**src/rtl/dvfs_pkg.sv**
```systemverilog
package dvfs_pkg;

  localparam int CTL_SEL_BIT  = 31;
  localparam int CTL_SPD_LO   = 17;
  localparam int STAT_RECV    = 61;
  localparam int STAT_CMPL    = 60;
  localparam int STAT_SPD_LO  = 56;

  typedef enum logic [3:0] {
    ST_VOLT,
    ST_IWAIT,
    ST_IREAD,
    ST_IDLE,
    ST_WCLRH,
    ST_WCLRL,
    ST_WSET,
    ST_POLL,
    ST_GAP,
    ST_FIN
  } seq_state_e;

  typedef enum logic [1:0] {
    VP_INIT,
    VP_PRE,
    VP_POST
  } volt_phase_e;

endpackage

```
**src/rtl/dvfs_tick.sv**
```systemverilog
module dvfs_tick #(
  parameter int CYC_PER_US = 100,
  parameter int US_PER_MS  = 1000
) (
  input  logic clk,
  input  logic rst,
  output logic us_tick,
  output logic ms_tick
);
  localparam int UCW = $clog2(CYC_PER_US + 1);
  localparam int MCW = $clog2(US_PER_MS + 1);

  logic [UCW-1:0] ucnt_q;
  logic [MCW-1:0] mcnt_q;

  always_ff @(posedge clk) begin
    if (rst) begin
      ucnt_q  <= '0;
      us_tick <= 1'b0;
    end else if (ucnt_q == UCW'(CYC_PER_US - 1)) begin
      ucnt_q  <= '0;
      us_tick <= 1'b1;
    end else begin
      ucnt_q  <= ucnt_q + 1'b1;
      us_tick <= 1'b0;
    end
  end

  always_ff @(posedge clk) begin
    if (rst) begin
      mcnt_q  <= '0;
      ms_tick <= 1'b0;
    end else begin
      ms_tick <= 1'b0;
      if (us_tick) begin
        if (mcnt_q == MCW'(US_PER_MS - 1)) begin
          mcnt_q  <= '0;
          ms_tick <= 1'b1;
        end else begin
          mcnt_q <= mcnt_q + 1'b1;
        end
      end
    end
  end
endmodule

```
**src/rtl/dvfs_mode_table.sv**
```systemverilog
module dvfs_mode_table #(
  parameter int NUM_MODES = 2,
  parameter int MODE_W    = 1
) (
  input  logic                        clk,
  input  logic                        rst,
  input  logic                        we,
  input  logic [MODE_W-1:0]           waddr,
  input  logic [31:0]                 wdata,
  input  logic [MODE_W-1:0]           raddr,
  output logic [31:0]                 rdata,
  output logic [NUM_MODES-1:0][1:0]   speeds
);
  logic [31:0] mem [NUM_MODES];

  // speed codes 2 and up (quarter and beyond) are never stored
  always_ff @(posedge clk) begin
    if (rst) begin
      for (int i = 0; i < NUM_MODES; i++)
        mem[i] <= (i == 0) ? 32'h0 : 32'h0002_0000;
    end else if (we && (wdata[19:17] < 3'd2)) begin
      mem[waddr] <= wdata;
    end
  end

  assign rdata = mem[raddr];

  for (genvar g = 0; g < NUM_MODES; g++) begin : g_spd
    assign speeds[g] = mem[g][dvfs_pkg::CTL_SPD_LO+1:dvfs_pkg::CTL_SPD_LO];
  end
endmodule

```
**src/rtl/dvfs_fsm.sv**
```systemverilog
module dvfs_fsm
  import dvfs_pkg::*;
#(
  parameter int NUM_MODES    = 2,
  parameter int MODE_W       = 1,
  parameter int POLL_TRIES   = 10,
  parameter int POLL_GAP_US  = 100,
  parameter int VOLT_TMO_MS  = 100,
  parameter int INIT_WAIT_MS = 10
) (
  input  logic                      clk,
  input  logic                      rst,
  input  logic                      us_tick,
  input  logic                      ms_tick,
  input  logic                      req_valid,
  input  logic [MODE_W-1:0]         req_mode,
  output logic [MODE_W-1:0]         tbl_raddr,
  input  logic [31:0]               tbl_word,
  input  logic [NUM_MODES-1:0][1:0] tbl_speeds,
  input  logic                      volt_done,
  input  logic                      stat_recv,
  input  logic                      stat_cmpl,
  input  logic [1:0]                stat_speed,
  output logic                      volt_req,
  output logic [MODE_W-1:0]         volt_mode,
  output logic                      volt_timeout,
  output logic                      pcr_we,
  output logic [31:0]               pcr_wdata,
  output logic                      stat_rd,
  output logic [MODE_W-1:0]         cur_mode,
  output logic                      busy
);
  localparam int WAIT_MAX = (VOLT_TMO_MS > INIT_WAIT_MS) ?
                            ((VOLT_TMO_MS > POLL_GAP_US) ? VOLT_TMO_MS : POLL_GAP_US) :
                            ((INIT_WAIT_MS > POLL_GAP_US) ? INIT_WAIT_MS : POLL_GAP_US);
  localparam int WCW   = $clog2(WAIT_MAX + 1);
  localparam int TRY_W = $clog2(POLL_TRIES + 1);
  localparam logic [31:0] SEL = 32'(1) << CTL_SEL_BIT;

  seq_state_e    state_q, state_n;
  volt_phase_e   vph_q, vph_n;
  logic [MODE_W-1:0] tgt_q, tgt_n, cur_n, match_m;
  logic          known_q, known_n, tmo_n, poll_ok;
  logic [31:0]   word_q, word_n;
  logic [WCW-1:0]   wcnt_q, wcnt_n;
  logic [TRY_W-1:0] tries_q, tries_n;

  assign tbl_raddr = tgt_q;
  assign poll_ok = (!stat_recv && (stat_speed == word_q[CTL_SPD_LO+1:CTL_SPD_LO])) || stat_cmpl;

  always_comb begin
    match_m = '0;
    for (int i = NUM_MODES - 1; i >= 0; i--)
      if (tbl_speeds[i] == stat_speed) match_m = MODE_W'(i);
  end

  always_comb begin
    state_n = state_q;  vph_n = vph_q;   tgt_n = tgt_q;   cur_n = cur_mode;
    known_n = known_q;  tmo_n = volt_timeout; word_n = word_q;
    wcnt_n  = wcnt_q;   tries_n = tries_q;
    case (state_q)
      ST_VOLT: if (ms_tick) begin
        if (volt_done || wcnt_q == WCW'(VOLT_TMO_MS - 1)) begin
          if (!volt_done) tmo_n = 1'b1;
          wcnt_n = '0;
          case (vph_q)
            VP_INIT: state_n = ST_IWAIT;
            VP_PRE:  state_n = ST_WCLRH;
            default: state_n = ST_FIN;
          endcase
        end else begin
          wcnt_n = wcnt_q + 1'b1;
        end
      end
      ST_IWAIT: if (ms_tick) begin
        if (wcnt_q == WCW'(INIT_WAIT_MS - 1)) begin
          wcnt_n = '0;  state_n = ST_IREAD;
        end else wcnt_n = wcnt_q + 1'b1;
      end
      ST_IREAD: begin
        tgt_n = match_m;  known_n = 1'b0;  state_n = ST_WCLRH;
      end
      ST_IDLE: if (req_valid) begin
        tgt_n = req_mode;
        if (known_q && (req_mode < cur_mode)) begin
          state_n = ST_VOLT;  vph_n = VP_PRE;
        end else state_n = ST_WCLRH;
      end
      ST_WCLRH: begin word_n = tbl_word; tries_n = '0; state_n = ST_WCLRL; end
      ST_WCLRL: state_n = ST_WSET;
      ST_WSET:  state_n = ST_POLL;
      ST_POLL: begin
        if (poll_ok || tries_q == TRY_W'(POLL_TRIES - 1)) begin
          if (!known_q || (tgt_q > cur_mode)) begin
            state_n = ST_VOLT;  vph_n = VP_POST;
          end else state_n = ST_FIN;
        end else begin
          tries_n = tries_q + 1'b1;  wcnt_n = '0;  state_n = ST_GAP;
        end
      end
      ST_GAP: if (us_tick) begin
        if (wcnt_q == WCW'(POLL_GAP_US - 1)) begin
          wcnt_n = '0;  state_n = ST_POLL;
        end else wcnt_n = wcnt_q + 1'b1;
      end
      ST_FIN: begin cur_n = tgt_q; known_n = 1'b1; state_n = ST_IDLE; end
      default: state_n = ST_IDLE;
    endcase
  end

  always_ff @(posedge clk) begin
    if (rst) begin
      state_q <= ST_VOLT;  vph_q <= VP_INIT;  tgt_q <= '0;  cur_mode <= '0;
      known_q <= 1'b0;     word_q <= '0;      wcnt_q <= '0; tries_q <= '0;
      volt_timeout <= 1'b0;
      busy <= 1'b1;  volt_req <= 1'b0;  volt_mode <= '0;
      pcr_we <= 1'b0;  pcr_wdata <= '0;  stat_rd <= 1'b0;
    end else begin
      state_q <= state_n;  vph_q <= vph_n;  tgt_q <= tgt_n;  cur_mode <= cur_n;
      known_q <= known_n;  word_q <= word_n; wcnt_q <= wcnt_n; tries_q <= tries_n;
      volt_timeout <= tmo_n;
      busy      <= (state_n != ST_IDLE);
      volt_req  <= (state_n == ST_VOLT);
      volt_mode <= tgt_n;
      pcr_we    <= (state_n inside {ST_WCLRH, ST_WCLRL, ST_WSET});
      pcr_wdata <= (state_n == ST_WCLRL) ? SEL :
                   (state_n == ST_WSET)  ? (SEL | word_n) : 32'h0;
      stat_rd   <= (state_n == ST_POLL) || (state_n == ST_IREAD);
    end
  end
endmodule

```
**src/rtl/dvfs_seq_top.sv**
```systemverilog
module dvfs_seq_top #(
  parameter int CLK_HZ       = 100_000_000,
  parameter int US_PER_MS    = 1000,
  parameter int NUM_MODES    = 2,
  parameter int POLL_TRIES   = 10,
  parameter int POLL_GAP_US  = 100,
  parameter int VOLT_TMO_MS  = 100,
  parameter int INIT_WAIT_MS = 10,
  localparam int MODE_W      = (NUM_MODES > 1) ? $clog2(NUM_MODES) : 1
) (
  input  logic              clk,
  input  logic              rst,
  input  logic              req_valid,
  input  logic [MODE_W-1:0] req_mode,
  input  logic              tbl_we,
  input  logic [MODE_W-1:0] tbl_addr,
  input  logic [31:0]       tbl_wdata,
  output logic              volt_req,
  output logic [MODE_W-1:0] volt_mode,
  input  logic              volt_done,
  output logic              pcr_we,
  output logic [31:0]       pcr_wdata,
  output logic              stat_rd,
  input  logic [63:0]       stat_data,
  output logic [MODE_W-1:0] cur_mode,
  output logic              busy,
  output logic              volt_timeout
);
  localparam int CYC_PER_US = (CLK_HZ / 1_000_000 > 0) ? CLK_HZ / 1_000_000 : 1;

  logic us_tick, ms_tick;
  logic [MODE_W-1:0] tbl_raddr;
  logic [31:0] tbl_word;
  logic [NUM_MODES-1:0][1:0] tbl_speeds;
  logic unused_stat;

  assign unused_stat = ^{stat_data[63:62], stat_data[59:58], stat_data[55:0]};

  dvfs_tick #(.CYC_PER_US(CYC_PER_US), .US_PER_MS(US_PER_MS)) u_tick (
    .clk(clk), .rst(rst), .us_tick(us_tick), .ms_tick(ms_tick)
  );

  dvfs_mode_table #(.NUM_MODES(NUM_MODES), .MODE_W(MODE_W)) u_table (
    .clk(clk), .rst(rst), .we(tbl_we), .waddr(tbl_addr), .wdata(tbl_wdata),
    .raddr(tbl_raddr), .rdata(tbl_word), .speeds(tbl_speeds)
  );

  dvfs_fsm #(
    .NUM_MODES(NUM_MODES), .MODE_W(MODE_W), .POLL_TRIES(POLL_TRIES),
    .POLL_GAP_US(POLL_GAP_US), .VOLT_TMO_MS(VOLT_TMO_MS), .INIT_WAIT_MS(INIT_WAIT_MS)
  ) u_fsm (
    .clk(clk), .rst(rst), .us_tick(us_tick), .ms_tick(ms_tick),
    .req_valid(req_valid), .req_mode(req_mode),
    .tbl_raddr(tbl_raddr), .tbl_word(tbl_word), .tbl_speeds(tbl_speeds),
    .volt_done(volt_done),
    .stat_recv(stat_data[dvfs_pkg::STAT_RECV]),
    .stat_cmpl(stat_data[dvfs_pkg::STAT_CMPL]),
    .stat_speed(stat_data[dvfs_pkg::STAT_SPD_LO+1:dvfs_pkg::STAT_SPD_LO]),
    .volt_req(volt_req), .volt_mode(volt_mode), .volt_timeout(volt_timeout),
    .pcr_we(pcr_we), .pcr_wdata(pcr_wdata), .stat_rd(stat_rd),
    .cur_mode(cur_mode), .busy(busy)
  );
endmodule

```
**config.mk**
```make
export PLATFORM = sky130hd
export DESIGN_NAME = dvfs_seq_top
export DESIGN_NICKNAME = d
export VERILOG_FILES = /design/src/rtl/dvfs_pkg.sv /design/src/rtl/dvfs_tick.sv /design/src/rtl/dvfs_mode_table.sv /design/src/rtl/dvfs_fsm.sv /design/src/rtl/dvfs_seq_top.sv
export SDC_FILE = /design/constraint.sdc
export NUM_CORES = 1
export LEC_CHECK = 0
export ABC_AREA = 1
export CORE_MARGIN = 8
export CORE_UTILIZATION = 30
export CTS_BUF_LIST = sky130_fd_sc_hd__clkbuf_16
export DETAILED_ROUTE_END_ITERATION = 8
export SYNTH_ARGS = -nofsm -noshare
export SYNTH_HDL_FRONTEND = slang
export SYNTH_SLANG_ARGS = --single-unit
export TNS_END_PERCENT = 5
```
**constraint.sdc**
```tcl
create_clock -name clk -period 3.2 [get_ports clk]
set_clock_uncertainty 0.05 [all_clocks]
set_input_delay 0.64 -clock clk [delete_from_list [all_inputs] [get_ports clk]]
set_output_delay 0.64 -clock clk [all_outputs]
set_load 0.05 [all_outputs]
```
==> results.md <==
* Outcome: finished, final reports clean
* Reg-to-Reg Start: u_fsm.state_q[2]
* # diodes at 0
* Cells along the critical path: clkdlybuf4s50_1
* YS warnings at 0
* Via Count at 5,422
* Seq/Total Area, Yosys at 57.4%
* DRC viols at 0
* Final min period at 2320 ps
* Critical-path top delay cell: clkdlybuf4s50_1
* TritonRoute pass-1 iters at 4
* F_max at 430 MHz
* Required time worst endpoint at 2510 ps
* Psw at 1.05 mW
* # port buffers at 80
* Dpl hpwl at 10,300 um
* Type of the worst setup path: register to output port
* PostCTS Resize Cnt at 0
* Combinational share of power at 5.4%
* Top cells by area, synth: dfxtp_1, edfxtp_1, nand2_1
* Post-route clock period utilization at 72.6%
* Grt total ovfl at 0
* I/O pin count at 142
* Synth unique cells at 39
* CTS Sinks at 170
* Initial antenna violation count at 1
* H-tree levels at 4
* Worst skew pair latency at 430 ps
* DR vias/cell at 4.23
* FFs w/ async S/R, synth at 0%
* Max-slew headroom at 47.4%
* Clock Path Buffers at 2
* Hold buffers post-CTS at 0
* First-pass GRT wire length at 26,300 um
* Power Dens Cells at 529 mW/mm^2
* Final number of hold-violating endpoints at 0
* Final setup vio count at 0
* Starting density of the core at 30.2%
* Nets at 1,060
* Maximum VDD drop at 0.331 mV
* CP endpoint kind: output port
* Synth Register Bits at 170
* Chip Width at 169 um
* Synth top cells by count: nand2_1, nor2_1, inv_1
* Slew Viols, Final at 0
* Final WL at 16,100 um
* Layout cells sized above 1 at 6.85%
* Ys flop type: dfxtp_1
* Synth top area share at 30.8%
* Yosys top cell by area: dfxtp_1
* Crit path arrival time at 1630 ps
* Layout Utilization at 37.9%
* Die Ht at 169 um
* Pwr Total at 4.65 mW
* CTS tree: done
* Core Region at 0.0232 sq mm
* Vias in the first global route at 5,221
* Top-count cell post-synth: nand2_1
* Delay-heaviest family, CP: buffers and inverters
* CTS buffer count at 17
* Gr usage total at 11.8%
* Buffer count from post-CTS setup fixing at 0
* DR iter-0 viols at 218
* Internal Power at 3.60 mW
* Worst path bufs/invs at 1
* Syn Inst Count at 867
* Static leakage at 3.67 nW
* # rows at 56
* Root Buffer Master: clkbuf_16
* Min-delay worst type: register to register
* Clock Power Share at 44.7%
* RSZ-0062 raised after global routing: false
* WL per Instance at 12.6 um
* Critical path startpoint: u_fsm.pcr_wdata[18]
* Largest net degree at the start of global routing at 46
* Switching Share at 22.6%
* GP Congestion at 0.824
* Delay of the slowest critical-path stage at 830 ps
* Hold Crit Start: u_fsm.volt_timeout
* Fin Setup TNS at 0 ps
* Critical path fanouts, max at 1
* MaxCap Viol Count at 0
* Post-route insts no fill at 1,283
* ANT nets after route at 0
* Post-synth EDFFs at 62
* Mapped cell area at 0.00701 sq mm
* Die footprint at 0.0285 sq mm
* Worst setup SP type: register
* Worst slew pin tran at 787 ps
* Syn Area/Cell at 8.09 sq um
* Sequential power share at 49.9%
* Clock-pin transition on the worst setup and hold timing paths at 70 ps
* Placed instance count at 1,251
* Area Growth Syn to Fin at 25.3%
## state kept, by name, summed over array words and instances (netlist names), 2 cells and up, named ones only
signal / flops
u_fsm.pcr_wdata: 32
u_fsm.state_q: 4
u_fsm.tries_q: 4
u_fsm.vph_q: 2
u_fsm.wcnt_q: 7
u_fsm.word_q: 31
u_table.mem: 62
u_tick.mcnt_q: 10
u_tick.ucnt_q: 7
## per-layer routing
layer	wire length, um	track usage [%]
met1	7720	14.8
met5	13	0
met2	7320	18.7
met3	894	4.01
met4	178	3.77
## path summary, 6_finish.rpt
check,to,slack (ps),depth (start not counted)
min,u_fsm.volt_timeout,400,2
min reg2reg,u_fsm.volt_timeout,400,2
max reg2reg,u_fsm.word_q[26],1320,7
max,pcr_wdata[18],880,1
## kinds of logic (layout without fill, tap and decap cells)
family | count (synthesis) | count (layout) | share of synthesized area, %
other | 1 | 4 | 0.0535
XOR/XNOR | 6 | 6 | 0.749
buffers and inverters | 145 | 239 | 8.08
flip-flops | 170 | 170 | 57.4
AND/OR/NAND/NOR | 495 | 495 | 29.0
adder cells (fa/ha/maj) | 6 | 6 | 1.07
AO/OA/AOI/OAI | 44 | 44 | 3.62
## area by class of cell
| type | count | area, sq um |
|---|---|---|
| flip-flops and latches | 170 | 4020 |
| repair buffers | 90 | 896 |
| well taps | 319 | 399 |
| inverters | 117 | 440 |
| fillers | 2379 | 14400 |
| multi-input cells | 555 | 2440 |
| clock buffers | 18 | 450 |
| clock inverters | 14 | 139 |
## cells in the final DEF, fill, tap and decap left out, drive strengths merged, types with 6 or more instances in the layout
| cell | count |
|---|---|
| o21ai | 15 |
| a21oi | 18 |
| nor3 | 11 |
| nand2 | 254 |
| nor3b | 9 |
| inv | 124 |
| buf | 11 |
| ha | 6 |
| nand3 | 35 |
| nor2 | 178 |
| clkdlybuf4s50 | 79 |
| edfxtp | 62 |
| dfxtp | 108 |
| clkbuf | 18 |
## power by group through the flow
stage | Clock, mW | Sequential, mW | Combinational [mW]
3_5_place_dp | 0 | 2.37 | 0.255
3_3_place_gp | 0 | 2.37 | 0.254
2_1_floorplan | 0 | 2.38 | 0.132
6_report | 2.08 | 2.32 | 0.253
4_1_cts | 2.14 | 2.32 | 0.256
5_1_grt | 2.21 | 2.32 | 0.284
## metrics by stage
stage | hold slack (ps) | worst slack (ps) | area (sq um)
floorplan | 368 | 511 | 7020
global route | 417 | 836 | 8790
detailed placement | 391 | 738 | 8200
finish | 402 | 876 | 8790
global placement | 380 | 765 | 8200
CTS | 406 | 852 | 8790
No activity file was read; power rests on OpenSTA's default activity.
